### config.mk
export PLATFORM = sky130hd
export DESIGN_NAME = irq_pri_resolver
export DESIGN_NICKNAME = d
export VERILOG_FILES = /design/src/rtl/irq_pri_pkg.sv /design/src/rtl/irq_pri_regs.sv /design/src/rtl/irq_pri_levels.sv /design/src/rtl/irq_pri_select.sv /design/src/rtl/irq_pri_resolver.sv
export SDC_FILE = /design/constraint.sdc
export NUM_CORES = 1
export LEC_CHECK = 0
export CAP_MARGIN = 40
export CELL_PAD_IN_SITES_DETAIL_PLACEMENT = 1
export CELL_PAD_IN_SITES_GLOBAL_PLACEMENT = 2
export CORE_UTILIZATION = 37
export CTS_CLUSTER_DIAMETER = 30
export CTS_CLUSTER_SIZE = 20
export DETAILED_ROUTE_END_ITERATION = 6
export PLACE_DENSITY = 0.87
export RECOVER_POWER = 100
export SYNTH_ARGS = -nofsm -noshare
export SYNTH_HDL_FRONTEND = slang
export SYNTH_SLANG_ARGS = --single-unit
### constraint.sdc
create_clock -name clk_i -period 16.65 [get_ports clk_i]
set_clock_uncertainty 0.15 [all_clocks]
set_input_delay 3.33 -clock clk_i [delete_from_list [all_inputs] [get_ports clk_i]]
set_output_delay 3.33 -clock clk_i [all_outputs]
set_load 0.005 [all_outputs]
### src/rtl/irq_pri_pkg.sv
package irq_pri_pkg;
   localparam int LVL_W     = 5;   // levels 0..16
   localparam int MASK_W    = 4;
   localparam int PRIO_W    = 4;   // programmable level width
   localparam int NUM_FIXED = 3;   // indices 0..2 are hard-wired
   localparam int NMI_IDX   = 0;
   localparam logic [LVL_W-1:0] LVL_NMI = LVL_W'(16);
   localparam logic [LVL_W-1:0] LVL_DBG = LVL_W'(15);

   typedef logic [LVL_W-1:0] lvl_t;
endpackage

### src/rtl/irq_pri_regs.sv
module irq_pri_regs
   import irq_pri_pkg::*;
#(
   parameter int N_PROG = 8,
   localparam int SEL_W = $clog2(N_PROG + 1)
) (
   input  logic                         clk_i,
   input  logic                         rst_ni,
   input  logic                         we_i,
   input  logic [SEL_W-1:0]             sel_i,
   input  logic [PRIO_W-1:0]            data_i,
   output logic [N_PROG-1:0][PRIO_W-1:0] prio_o
);
   if (N_PROG < 1) begin : g_bad_nprog
      $error("irq_pri_regs: N_PROG must be at least 1");
   end

   logic [N_PROG-1:0][PRIO_W-1:0] prio_q;

   for (genvar k = 0; k < N_PROG; k++) begin : g_reg
      logic hit;
      assign hit = we_i && (sel_i == SEL_W'(k));
      always_ff @(posedge clk_i or negedge rst_ni) begin
         if (!rst_ni) begin
            prio_q[k] <= '0;
         end else if (hit) begin
            prio_q[k] <= data_i;
         end
      end
   end

   assign prio_o = prio_q;

   // A valid write is visible in the addressed register one edge later.
   assert_write_store_R4: assert property (@(posedge clk_i) disable iff (!rst_ni)
      ($past(rst_ni) && $past(we_i) && ($past(sel_i) < SEL_W'(N_PROG)))
         |-> (prio_q[$past(sel_i)] == $past(data_i)));

   // An out-of-range select leaves every register unchanged.
   assert_oob_ignored_R4: assert property (@(posedge clk_i) disable iff (!rst_ni)
      ($past(rst_ni) && $past(we_i) && ($past(sel_i) >= SEL_W'(N_PROG)))
         |-> (prio_q == $past(prio_q)));
endmodule

### src/rtl/irq_pri_levels.sv
module irq_pri_levels
   import irq_pri_pkg::*;
#(
   parameter int N_PROG = 8,
   localparam int N_SRC = N_PROG + NUM_FIXED
) (
   input  logic [N_PROG-1:0][PRIO_W-1:0] prio_i,
   output logic [N_SRC-1:0][LVL_W-1:0]   lvl_o
);
   for (genvar i = 0; i < N_SRC; i++) begin : g_src
      if (i == NMI_IDX) begin : g_nmi
         assign lvl_o[i] = LVL_NMI;
      end else if (i < NUM_FIXED) begin : g_dbg
         assign lvl_o[i] = LVL_DBG;
      end else begin : g_prog
         // Zero-extended 4-bit value: 16 is unreachable.
         assign lvl_o[i] = {1'b0, prio_i[i-NUM_FIXED]};
      end
   end
endmodule

### src/rtl/irq_pri_select.sv
module irq_pri_select
   import irq_pri_pkg::*;
#(
   parameter int N_PROG = 8,
   localparam int N_SRC = N_PROG + NUM_FIXED,
   localparam int IDX_W = $clog2(N_SRC)
) (
   input  logic [N_SRC-1:0]            req_i,
   input  logic [N_SRC-1:0][LVL_W-1:0] lvl_i,
   input  logic [MASK_W-1:0]           mask_i,
   output logic                        found_o,
   output lvl_t                        lvl_o,
   output logic [IDX_W-1:0]            idx_o
);
   logic [N_SRC-1:0] elig;

   for (genvar i = 0; i < N_SRC; i++) begin : g_elig
      if (i == NMI_IDX) begin : g_nm
         assign elig[i] = req_i[i];
      end else begin : g_mk
         assign elig[i] = req_i[i] && (lvl_i[i] > {1'b0, mask_i});
      end
   end

   // Scan from the top index down; ">=" lets a lower index take a tie.
   always_comb begin
      found_o = 1'b0;
      lvl_o   = '0;
      idx_o   = '0;
      for (int i = N_SRC - 1; i >= 0; i--) begin
         if (elig[i] && (!found_o || (lvl_i[i] >= lvl_o))) begin
            found_o = 1'b1;
            lvl_o   = lvl_i[i];
            idx_o   = IDX_W'(i);
         end
      end
   end

   // The chosen source is one that was eligible.
   always_comb begin
      assert_pick_eligible_R6: assert (!found_o || elig[idx_o]);
      assert_found_any_R9:     assert (found_o == (|elig));
   end
endmodule

### src/rtl/irq_pri_resolver.sv
module irq_pri_resolver
   import irq_pri_pkg::*;
#(
   parameter int N_PROG = 8,
   localparam int N_SRC = N_PROG + NUM_FIXED,
   localparam int IDX_W = $clog2(N_SRC),
   localparam int SEL_W = $clog2(N_PROG + 1)
) (
   input  logic               clk_i,
   input  logic               rst_ni,
   input  logic [N_SRC-1:0]   req_i,
   input  logic               cfg_we_i,
   input  logic [SEL_W-1:0]   cfg_sel_i,
   input  logic [PRIO_W-1:0]  cfg_data_i,
   input  logic [MASK_W-1:0]  mask_i,
   output logic               accept_o,
   output logic [LVL_W-1:0]   level_o,
   output logic [IDX_W-1:0]   src_o
);
   if (N_PROG < 1 || N_SRC > 64) begin : g_bad_size
      $error("irq_pri_resolver: N_PROG out of supported range");
   end

   logic [N_PROG-1:0][PRIO_W-1:0] prio;
   logic [N_SRC-1:0][LVL_W-1:0]   lvl;
   logic                          found;
   lvl_t                          win_lvl;
   logic [IDX_W-1:0]              win_idx;

   irq_pri_regs #(.N_PROG(N_PROG)) i_regs (
      .clk_i  (clk_i),
      .rst_ni (rst_ni),
      .we_i   (cfg_we_i),
      .sel_i  (cfg_sel_i),
      .data_i (cfg_data_i),
      .prio_o (prio)
   );

   irq_pri_levels #(.N_PROG(N_PROG)) i_levels (
      .prio_i (prio),
      .lvl_o  (lvl)
   );

   irq_pri_select #(.N_PROG(N_PROG)) i_select (
      .req_i   (req_i),
      .lvl_i   (lvl),
      .mask_i  (mask_i),
      .found_o (found),
      .lvl_o   (win_lvl),
      .idx_o   (win_idx)
   );

   always_ff @(posedge clk_i or negedge rst_ni) begin
      if (!rst_ni) begin
         accept_o <= 1'b0;
         level_o  <= '0;
         src_o    <= '0;
      end else begin
         accept_o <= found;
         level_o  <= found ? win_lvl : '0;
         src_o    <= found ? win_idx : '0;
      end
   end

   assert_nmi_wins_R2: assert property (@(posedge clk_i) disable iff (!rst_ni)
      ($past(rst_ni) && $past(req_i[NMI_IDX]))
         |-> (accept_o && (level_o == LVL_NMI) && (src_o == IDX_W'(NMI_IDX))));

   assert_fixed_lvl_R3: assert property (@(posedge clk_i) disable iff (!rst_ni)
      (accept_o && ((src_o == IDX_W'(1)) || (src_o == IDX_W'(2))))
         |-> (level_o == LVL_DBG));

   assert_prog_cap_R4: assert property (@(posedge clk_i) disable iff (!rst_ni)
      (accept_o && (src_o >= IDX_W'(NUM_FIXED))) |-> (level_o <= LVL_DBG));

   assert_above_mask_R5: assert property (@(posedge clk_i) disable iff (!rst_ni)
      ($past(rst_ni) && accept_o && (src_o != IDX_W'(NMI_IDX)))
         |-> (level_o > {1'b0, $past(mask_i)}));

   assert_level_nonzero_R5: assert property (@(posedge clk_i) disable iff (!rst_ni)
      accept_o |-> (level_o != '0));

   assert_req_pending_R8: assert property (@(posedge clk_i) disable iff (!rst_ni)
      ($past(rst_ni) && accept_o) |-> ((($past(req_i) >> src_o) & N_SRC'(1)) != '0));

   assert_idle_zero_R9: assert property (@(posedge clk_i) disable iff (!rst_ni)
      !accept_o |-> ((level_o == '0) && (src_o == '0)));
endmodule

==> impl_table.tex <==
\begin{tabular}{lr}
\hline
Metric & Value \\
\hline
\multicolumn{2}{l}{\textbf{Timing}} \\
Crit path time final & 15.85 ns \\
Setup-failing EPs final & 0 \\
Ratio of final minimum period to clock period & 95.2\% \\
Worst slew margin relative to its limit & 4.92\% \\
Worst-case setup margin in the final layout & 0.804 ns \\
Highest Clock Rate & 63.1 MHz \\
Final Slew Violations & 0 \\
Measured slew at the worst slew-check pin & 1.43 ns \\
Number of failing hold endpoints at the final stage & 0 \\
\multicolumn{2}{l}{\textbf{Place}} \\
Final estimated routing congestion in global placement & 0.841 \\
Placement Setup Slack & 0.0804 ns \\
Number of I/O port buffers & 35 \\
Placed Cells & 536 \\
Dpl hpwl & 8.79 mm \\
\multicolumn{2}{l}{\textbf{Clocking}} \\
Clock transition at the registers of the reported paths & 0.10 ns \\
Maximum root-to-sink buffer count & 2 \\
Worst skew pair latency & 0.31 ns \\
Buffer count from post-CTS setup fixing & 0 \\
Number of buffers created by CTS & 5 \\
Clock sink count & 42 \\
CTS root buffer & sky130\_fd\_sc\_hd\_\_clkbuf\_8 \\
Hold-fix buffers at CTS & 0 \\
Htree depth & 2 \\
TritonCTS clock tree & built \\
\multicolumn{2}{l}{\textbf{Pwr}} \\
Total Power & 0.545 mW \\
Worst IR drop on VDD & 43.7 uV \\
Leakage dissipation & 2.00 nW \\
PD cells & 126 nW/um\^{}2 \\
\multicolumn{2}{l}{\textbf{Logic synthesis}} \\
Leading post-synthesis cells by cell area & sky130\_fd\_sc\_hd\_\_dfrtp\_1 29\%, sky130\_fd\_sc\_hd\_\_ha\_1 21\%, sky130\_fd\_sc\_hd\_\_mux2\_2 9.1\% \\
Synthesized instance count & 366 \\
Number of synthesized register bits & 42 \\
Post-Synthesis Mean Instance Area & 9.84 um\^{}2 \\
Main synth FF type & sky130\_fd\_sc\_hd\_\_dfrtp\_1 \\
Count of distinct cell types in the synthesized netlist & 54 \\
Post-synth EDFFs & 0 \\
Area share of the largest cell type after synthesis & 29.2\% \\
Synthesized area & 3600 um\^{}2 \\
Async set-reset flop share out of synthesis & 100\% \\
Net count after synthesis & 452 \\
Sequential share of the synthesized area & 29.2\% \\
Largest area contributor in the synthesized netlist & sky130\_fd\_sc\_hd\_\_dfrtp\_1 \\
Yosys Warn Count & 0 \\
\multicolumn{2}{l}{\textbf{Finish}} \\
Post-layout utilization of the core & 46.3\% \\
Proportion of layout cells with a drive suffix above 1 & 17.5\% \\
Final-stage net count & 501 \\
Final cell count without fillers & 545 \\
Area growth from synthesis to layout & 20.0\% \\
\# diodes & 0 \\
\multicolumn{2}{l}{\textbf{Worst setup path}} \\
Arr. time, crit path & 15.90 ns \\
CP Class & input pin to flip-flop \\
Critical Path End Type & flip-flop \\
Count of buffering cells on the critical path with inverters included & 7 \\
Most frequent cell on the critical path & sky130\_fd\_sc\_hd\_\_a21o\_1 \\
Delay of the slowest critical-path stage & 0.49 ns \\
Slowest-stage cell, CP & sky130\_fd\_sc\_hd\_\_clkdlybuf4s50\_1 \\
Endpoint required time on the critical path & 16.70 ns \\
Peak fanout along the critical path & 11 \\
Nature of the critical path startpoint & input pin \\
Crit path max-delay family & compound AO/OA/AOI/OAI gates \\
\multicolumn{2}{l}{\textbf{Run status}} \\
Result of the run & finished clean \\
\multicolumn{2}{l}{\textbf{Detailed routing}} \\
DRC violation total after the first TritonRoute iteration & 75 \\
Number of remaining DRC errors & 0 \\
Detail-routed via count per cell & 5.81 \\
Detail Route Antenna Nets & 0 \\
Drt pass-1 iters & 4 \\
Overall via count from detail\_route & 3168 \\
Sum of routed wire length over all layers & 11.2 mm \\
Routed wire per std cell & 20.6 um \\
\multicolumn{2}{l}{\textbf{Worst hold path}} \\
Hold Path Class & flip-flop to flip-flop \\
\multicolumn{2}{l}{\textbf{Global routing}} \\
Overflow left after global routing & 0 \\
Number of global-route vias before repair & 3319 \\
Global-route usage over all layers & 23.0\% \\
Initial antenna violation count & 0 \\
Largest net degree at the start of global routing & 25 \\
Wire length of the first global-routing pass & 17.5 mm \\
\multicolumn{2}{l}{\textbf{Die}} \\
Area of the placeable core & 9330 um\^{}2 \\
Die outline area & 10100 um\^{}2 \\
Effective utilization at floorplan & 38.6\% \\
Rows & 35 \\
Die Span X & 101 um \\
IO Pins & 36 \\
Vertical extent of the die & 101 um \\
\multicolumn{2}{l}{\textbf{Run}} \\
Max-capacitance violation count & 0 \\
\hline
\end{tabular}
## repair_timing
| item | CTS | global route |
|---|---|---|
| endpoints found under the hold margin | 0 | 0 |
| resized for setup | 0 | 10 |
| setup endpoints to repair | 0 | 6 |
## final cells by class
| class | instances | area [um^2] |
|---|---|---|
| Inverter | 21 | 78.8 |
| Clock inverter | 3 | 43.8 |
| Fill cell | 1092 | 5010 |
| Multi-Input combinational cell | 298 | 2490 |
| Sequential cell | 42 | 1050 |
| Clock buffer | 5 | 68.8 |
| Timing Repair Buffer | 47 | 424 |
| Tap cell | 129 | 161 |
## per-layer routing
layer	vias to the layer above	global-route usage (%)	wire, um
li1	1499	-	-
met1	1596	30.2	5150
met2	58	40.3	5510
met3	15	2.36	352
met4	0	6.24	207
met5	-	0	0
## logic make-up after synthesis
| group | count (synthesis) | synth area share [%] |
|---|---|---|
| compound gates | 114 | 23.7 |
| fa+ha+maj | 60 | 20.8 |
| flops | 42 | 29.2 |
| mux | 29 | 9.07 |
| buf+inv | 26 | 3.02 |
| simple gates | 95 | 14.2 |
## sequential cells by signal, indices dropped and copies added (netlist names)
| name | count |
|---|---|
| accept_o | 1 |
| i_regs.prio_o | 32 |
| level_o | 5 |
| src_o | 4 |
## cell usage after synthesis (8+ instances only)
cell,count
sky130_fd_sc_hd__dfrtp_1,42
sky130_fd_sc_hd__o21a_1,8
sky130_fd_sc_hd__nand2b_1,8
sky130_fd_sc_hd__nor2_1,18
sky130_fd_sc_hd__a21o_1,24
sky130_fd_sc_hd__a21oi_1,22
sky130_fd_sc_hd__o21ai_0,11
sky130_fd_sc_hd__nor2b_1,9
sky130_fd_sc_hd__nand2_1,17
sky130_fd_sc_hd__nand3_1,8
sky130_fd_sc_hd__mux2_2,29
sky130_fd_sc_hd__ha_1,60
sky130_fd_sc_hd__inv_1,20
## power breakdown
part / switching, mW / leakage, nW / total [mW] / internal [mW]
logic: 0.163 / 1.42 / 0.309 / 0.146
registers: 0.0239 / 0.516 / 0.148 / 0.124
clock network: 0.0426 / 0.0585 / 0.0877 / 0.0451
total: 0.229 / 2.00 / 0.545 / 0.315
## final timing paths
path	to	depth (start not counted)	slack (ns)	startpoint
max	level_o[0]$_DFF_PN0_	62	0.80	mask_i[1]
min	i_regs.prio_o[0]$_DFFE_PN0P_	1	0.37	i_regs.prio_o[0]$_DFFE_PN0P_
max reg2reg	level_o[0]$_DFF_PN0_	60	3.96	i_regs.prio_o[29]$_DFFE_PN0P_
min reg2reg	i_regs.prio_o[0]$_DFFE_PN0P_	1	0.37	i_regs.prio_o[0]$_DFFE_PN0P_
max in group asynchronous	i_regs.prio_o[20]$_DFFE_PN0P_	2	11.43	rst_ni
min in group asynchronous	i_regs.prio_o[5]$_DFFE_PN0P_	1	3.06	rst_ni
## metrics by stage
step / hold slack [ns] / cell area (um^2) / TNS, ns
floorplan: 0.329 / 3600 / 0
global placement: 0.342 / 4150 / 0
detailed placement: 0.353 / 4170 / 0
CTS: 0.375 / 4290 / 0
global route: 0.389 / 4320 / -0.0456
finish: 0.372 / 4320 / 0
## cell usage in the layout (no fill, tap or decap), drive strengths merged, types with 8 or more instances in the layout
master,n
a221oi,9
a21oi,22
nand2b,8
ha,60
nand3,8
dlygate4sd3,13
mux2,29
dfrtp,42
clkdlybuf4s50,21
buf,9
clkbuf,9
inv,21
nand2,18
o21ai,15
nor2,18
o21a,8
a21o,24
nor2b,9
## worst reg2reg max path, delay by kind of cell, from the launching register on
family | cells | cell delay, ns
and+or+nand+nor | 14 | 2.11
muxes | 1 | 0.35
DFF | 1 | 0.42
buffers and inverters | 5 | 0.75
adders and majority gates | 8 | 2.08
AOI/OAI and AO/OA | 32 | 6.76
(Power assumes the default switching activity.)
